==> config.mk <==
export PLATFORM = sky130hd
export DESIGN_NAME = rid_stream_map
export DESIGN_NICKNAME = d
export VERILOG_FILES = /design/src/rtl/rid_stream_map.sv
export SDC_FILE = /design/constraint.sdc
export NUM_CORES = 2
export LEC_CHECK = 0
export CORE_UTILIZATION = 62
export CTS_CLUSTER_SIZE = 16
export DETAILED_ROUTE_END_ITERATION = 10
export DONT_BUFFER_PORTS = 1
export GPL_TIMING_DRIVEN = 1
export PLACE_DENSITY = 0.77
export RECOVER_POWER = 50
export SYNTH_ARGS = -nofsm -noshare
export SYNTH_HDL_FRONTEND = slang
export SYNTH_SLANG_ARGS = --single-unit
==> constraint.sdc <==
create_clock -name clk -period 5.1 [get_ports clk]
set_input_delay 0.255 -clock clk [delete_from_list [all_inputs] [get_ports clk]]
set_output_delay 0.255 -clock clk [all_outputs]
set_load 0.02 [all_outputs]
==> src/rtl/rid_stream_map.sv <==
module rid_stream_map #(
  parameter int ENTRIES = 32
) (
  input  logic        clk,
  input  logic        rst_n,
  input  logic        bus_sel,
  input  logic        bus_wr,
  input  logic [1:0]  bus_addr,
  input  logic [31:0] bus_wdata,
  output logic [31:0] bus_rdata,
  input  logic [15:0] lk_rid,
  output logic        lk_hit,
  output logic [5:0]  lk_sid,
  output logic [2:0]  lk_aux
);
  localparam int IDX_W = $clog2(ENTRIES);
  localparam int RID_W = 16;
  localparam int SID_W = 6;
  localparam int AUX_W = 3;
  localparam int ACC_BIT = 16;

  logic [IDX_W-1:0] ctl_idx;
  logic             ctl_acc;
  logic             sa_vld;
  logic [AUX_W-1:0] sa_aux;
  logic [SID_W-1:0] sa_sid;
  logic [31:0]      sb;

  logic [ENTRIES-1:0] ent_vld;
  logic [SID_W-1:0]   ent_sid [ENTRIES];
  logic [AUX_W-1:0]   ent_aux [ENTRIES];
  logic [RID_W-1:0]   ent_rid [ENTRIES];
  logic [RID_W-1:0]   ent_msk [ENTRIES];

  wire wr_ctl = bus_sel && bus_wr && (bus_addr == 2'd0);
  wire wr_sa  = bus_sel && bus_wr && (bus_addr == 2'd1);
  wire wr_sb  = bus_sel && bus_wr && (bus_addr == 2'd2);
  wire [IDX_W-1:0] w_idx = bus_wdata[IDX_W-1:0];

  always_ff @(posedge clk or negedge rst_n) begin
    if (!rst_n) begin
      ctl_idx <= '0;
      ctl_acc <= 1'b0;
      sa_vld  <= 1'b0;
      sa_aux  <= '0;
      sa_sid  <= '0;
      sb      <= '0;
      ent_vld <= '0;
      for (int i = 0; i < ENTRIES; i++) begin
        ent_sid[i] <= '0;
        ent_aux[i] <= '0;
        ent_rid[i] <= '0;
        ent_msk[i] <= '0;
      end
    end else begin
      if (wr_sa) begin
        sa_vld <= bus_wdata[31];
        sa_aux <= bus_wdata[10:8];
        sa_sid <= bus_wdata[SID_W-1:0];
      end
      if (wr_sb) sb <= bus_wdata;
      if (wr_ctl) begin
        ctl_idx <= w_idx;
        ctl_acc <= bus_wdata[ACC_BIT];
        if (bus_wdata[ACC_BIT]) begin
          sa_vld <= ent_vld[w_idx];
          sa_aux <= ent_aux[w_idx];
          sa_sid <= ent_sid[w_idx];
          sb     <= {ent_rid[w_idx], ent_msk[w_idx]};
        end else begin
          ent_vld[w_idx] <= sa_vld;
          ent_aux[w_idx] <= sa_aux;
          ent_sid[w_idx] <= sa_sid;
          ent_rid[w_idx] <= sb[31:16];
          ent_msk[w_idx] <= sb[15:0];
        end
      end
    end
  end

  always_comb begin
    bus_rdata = '0;
    case (bus_addr)
      2'd0: begin
        bus_rdata[ACC_BIT]     = ctl_acc;
        bus_rdata[IDX_W-1:0]   = ctl_idx;
      end
      2'd1: begin
        bus_rdata[31]          = sa_vld;
        bus_rdata[10:8]        = sa_aux;
        bus_rdata[SID_W-1:0]   = sa_sid;
      end
      2'd2: bus_rdata = sb;
      default: bus_rdata = '0;
    endcase
  end

  logic [ENTRIES-1:0] match;
  for (genvar g = 0; g < ENTRIES; g++) begin : g_cmp
    assign match[g] = ent_vld[g] && (((lk_rid ^ ent_rid[g]) & ent_msk[g]) == '0);
  end

  logic             hit;
  logic [IDX_W-1:0] hidx;
  always_comb begin
    hit  = 1'b0;
    hidx = '0;
    for (int i = ENTRIES - 1; i >= 0; i--) begin
      if (match[i]) begin
        hit  = 1'b1;
        hidx = i[IDX_W-1:0];
      end
    end
  end

  assign lk_hit = hit;
  assign lk_sid = hit ? ent_sid[hidx] : '0;
  assign lk_aux = hit ? ent_aux[hidx] : '0;

  wire [ENTRIES-1:0] below = (ENTRIES'(1) << hidx) - ENTRIES'(1);

  a_r9_miss_zero: assert property (@(posedge clk) disable iff (!rst_n)
    !lk_hit |-> (lk_sid == '0 && lk_aux == '0));

  a_r7_hit_valid: assert property (@(posedge clk) disable iff (!rst_n)
    lk_hit |-> (ent_vld[hidx] && ((lk_rid & ent_msk[hidx]) == (ent_rid[hidx] & ent_msk[hidx]))));

  a_r8_lowest_wins: assert property (@(posedge clk) disable iff (!rst_n)
    lk_hit |-> ((match & below) == '0));

  a_r6_commit_valid: assert property (@(posedge clk) disable iff (!rst_n)
    (wr_ctl && !bus_wdata[ACC_BIT]) |=> (ent_vld[$past(w_idx)] == $past(sa_vld)));

  a_r5_readback: assert property (@(posedge clk) disable iff (!rst_n)
    (wr_ctl && bus_wdata[ACC_BIT]) |=> (sa_vld == $past(ent_vld[w_idx]) && $stable(ent_vld)));

  a_r4_staging_only: assert property (@(posedge clk) disable iff (!rst_n)
    (wr_sa || wr_sb) |=> $stable(ent_vld));
endmodule

==> results.sh <==
export IMPL_gp_congestion=0.993
export IMPL_cts_root_buf="clkbuf_16"
export IMPL_clock_sinks=1392
export IMPL_dp_hpwl_um=161000
export IMPL_fillCellCount=7889
export IMPL_synth_edf_count=0
export IMPL_rsz0062_at_grt="true"
export IMPL_clk_latency_ns=0.80
export IMPL_crit_path_end_kind="output port"
export IMPL_cts_buffers=150
export IMPL_synth_seq_cells=1392
export IMPL_regArea_um2=34800
export IMPL_cts_tree="yes"
export IMPL_drc_errors=0
export IMPL_met2_length_um=109000
export IMPL_regToRegEndpoint="sb[22]"
export IMPL_synth_distinct_cells=76
export IMPL_p_per_area_nw_per_um2=333
export IMPL_cap_violations=7
export IMPL_hold_path_end="sb[31]"
export IMPL_grt_usage_pct=41.5
export IMPL_die_area_um2=120000
export IMPL_overflow=0
export IMPL_syn_avg_cell_area_um2=13.7
export IMPL_p_switching_mw=7.57
export IMPL_port_buffers=0
export IMPL_grt_pass1_wl_um=361000
export IMPL_slew_violations=718
export IMPL_synthFlopType="dfrtp_1"
export IMPL_p_leak_nw=38.5
export IMPL_io_pins=96
export IMPL_ys_top_cells_by_count="mux2_2 (1394), dfrtp_1 (1392), xor2_1 (512)"
export IMPL_rows=125
export IMPL_vias=50800
export IMPL_syn_inst=5362
export IMPL_cp_start_kind="register"
export IMPL_grt_antenna_before_repair=13
export IMPL_crit_fanout=5
export IMPL_post_place_ws_ns=0.128
export IMPL_wirelength_um=248000
export IMPL_ff2ff_path_depth=7
export IMPL_core_um2=117000
export IMPL_postRouteAntennaNets=0
export IMPL_cts_max_path_buffers=3
export IMPL_drtPass1Iterations=7
export IMPL_ctsHtreeMaxLevel=4
export IMPL_fin_total_pwr_mw=27.1
export IMPL_crit_path_start="ent_rid[66]"
export IMPL_instances_no_fill=6948
export IMPL_switching_share_pct=27.9
export IMPL_setup_viol_count_final=11
export IMPL_finish_utilization_pct=69.8
export IMPL_cellInternalPower_mw=19.6
export IMPL_syn_area_um2=73500
export IMPL_yosysSeqAreaShare_pct=47.4
export IMPL_grt_max_degree=341
export IMPL_hold_viol=0
export IMPL_routed_top_layer="met5"
export IMPL_drive_above_1_share_pct=42.7
export IMPL_ys_top_cells_by_area="dfrtp_1 (47%), mux2_2 (21%), mux4_2 (11%)"
export IMPL_area_growth_pct=11.0
export IMPL_fmax_mhz=186
export IMPL_dr_first_iter_drc_count=6610
export IMPL_p_comb_share_pct=14.2
export IMPL_yosys_warnings=0
export IMPL_grt_pass1_vias=50100
export IMPL_power_frac_clock_pct=41.6
export IMPL_yosysTopAreaCellShare_pct=47.4
export IMPL_syn_nets=5420
export IMPL_slew_limit_headroom_pct=-144
export IMPL_whs_ns=0.0284
export IMPL_seqPwrFrac_pct=44.2
export IMPL_wire_per_inst_um=35.7
export IMPL_violations="capacitance limit, slew limit, setup timing"
export IMPL_die_height_um=346
export IMPL_min_period_over_period_pct=105
export IMPL_peakVddDrop_uv=397
export IMPL_dieWidth_um=346
export IMPL_hp_class="input port to register"
export IMPL_wl_met1_um=93800
export IMPL_crit_required_ns=4.85
export IMPL_place_inst=6578
export IMPL_tightestPinTransition_ns=3.66
export IMPL_initial_core_util_pct=62.9
export IMPL_crit_type="register to output port"
export IMPL_arrival_ns=5.11
export IMPL_vias_per_cell=7.32
export IMPL_status="finished with violations"
export IMPL_clk_pin_slew_ns=0.06
export IMPL_wl_met3_um=29500
export IMPL_worst_slack_ns=-0.264
export IMPL_finClkSkew_ns=0.0404
export IMPL_yosysMostFrequentCell="mux2_2"
export IMPL_multi_input_area_um2=37000
export IMPL_async_reset_ff_share_pct=100
export IMPL_final_nets=5355
export IMPL_finalCriticalPeriod_ns=5.36
export IMPL_rrSetupSlack_ns=2.05
export IMPL_yosysTopAreaCell="dfrtp_1"
export IMPL_hold_path_depth=5
export IMPL_timing_rr_start="ent_rid[454]"
export IMPL_holdCritStartpoint="bus_wdata[3]"
## cells in the final DEF, fill, tap and decap left out, drive strengths merged, types with 13 or more instances in the layout
cell,n
a221oi,15
clkinv,30
mux2i,168
dlygate4sd3,52
xor2,512
nor2,86
inv,26
a211oi,23
nor3,36
buf,198
nand4,73
clkbuf,239
a22o,17
nor2b,16
o21ai,38
mux2,1404
a222oi,23
nand2,205
mux4,367
nand3,17
nor4,13
and2,26
dfrtp,1392
a22oi,231
a21oi,61
## cell type report
| cell class | instances | share of cell area [%] |
|---|---|---|
| diodes | 7 | 0.0215 |
| clock buffers | 225 | 5.56 |
| clock inverters | 47 | 0.685 |
| inverters | 21 | 0.0998 |
| multi-input cells | 3468 | 45.4 |
| flip-flops and latches | 1392 | 42.7 |
| well taps | 1524 | 2.34 |
| repair buffers | 264 | 3.12 |
## per-layer routing
layer	GRT usage, %	vias to the layer above
met5	0	-
met4	22.0	16
met3	13.0	766
met2	60.3	3263
met1	56.1	26900
li1	-	19900
## cell families after synthesis
logic type / Yosys count / synth area share [%]
adders and majority gates: 4 / 0.0681
xor gates and xnor gates: 512 / 6.10
DFF: 1392 / 47.4
AOI/OAI and AO/OA: 515 / 5.22
buffers and inverters: 502 / 2.90
and+or+nand+nor: 498 / 3.22
muxes: 1939 / 35.1
## worst max path at each step
stage                      to  slack, ns  depth (start not counted)
detailed placement  lk_sid[4]       0.13                         17
CTS                 lk_sid[1]      -0.06                         18
global route        lk_aux[0]      -0.35                         20
floorplan           lk_sid[5]       1.22                         16
global placement    lk_sid[1]       0.17                         17
finish              lk_sid[1]      -0.26                         19
## stage by stage
stage | setup TNS, ns | area, um2
4_1_cts | -0.306 | 81200
3_5_place_dp | 0 | 75100
2_1_floorplan | 0 | 73500
6_report | -2.21 | 81500
5_1_grt | -9.73 | 81500
3_3_place_gp | 0 | 75100
## critical path: stages (launching register included)
cell	delay, ns
dfrtp_1	0.42
xor2_2	0.19
a22oi_2	0.24
nand4_1	0.36
a2111oi_4	0.49
buf_4	0.24
a211oi_4	0.05
o31ai_2	0.21
buf_4	0.15
a311oi_4	0.13
nor3_4	0.23
buf_12	0.16
buf_12	0.13
buf_16	0.15
buf_8	0.11
mux2_4	0.30
o2bb2ai_2	0.13
a211oi_2	0.15
nand4_1	0.25
buf_4	0.24
## power by group through the flow
stage          clock network [mW]  registers [mW]  logic [mW]
2_1_floorplan                   0            11.8        2.22
3_3_place_gp                    0            12.1        3.18
3_5_place_dp                    0            12.1        3.22
4_1_cts                      11.3            11.9        3.55
5_1_grt                      11.7            12.0        3.93
6_report                     11.3            12.0        3.86
## sequential cells by signal (all words and copies together) (netlist names)
| register | flops |
|---|---|
| ent_msk | 512 |
| ent_rid | 512 |
| ent_sid | 192 |
| ent_aux | 96 |
| ent_vld | 32 |
| sb | 32 |
| sa_sid | 6 |
| ctl_idx | 5 |
| sa_aux | 3 |
| ctl_acc | 1 |
| sa_vld | 1 |
## what timing repair did
item | CTS | global route
resized for setup | 47 | 45
hold buffers | 55 | 0
pin swaps | 22 | 25
endpoints found under the setup margin | 9 | 9
cloned | 3 | 4
endpoints found under the hold margin | 169 | 0
buffers inserted | 14 | 19
Power figures use the tool's default switching activity.
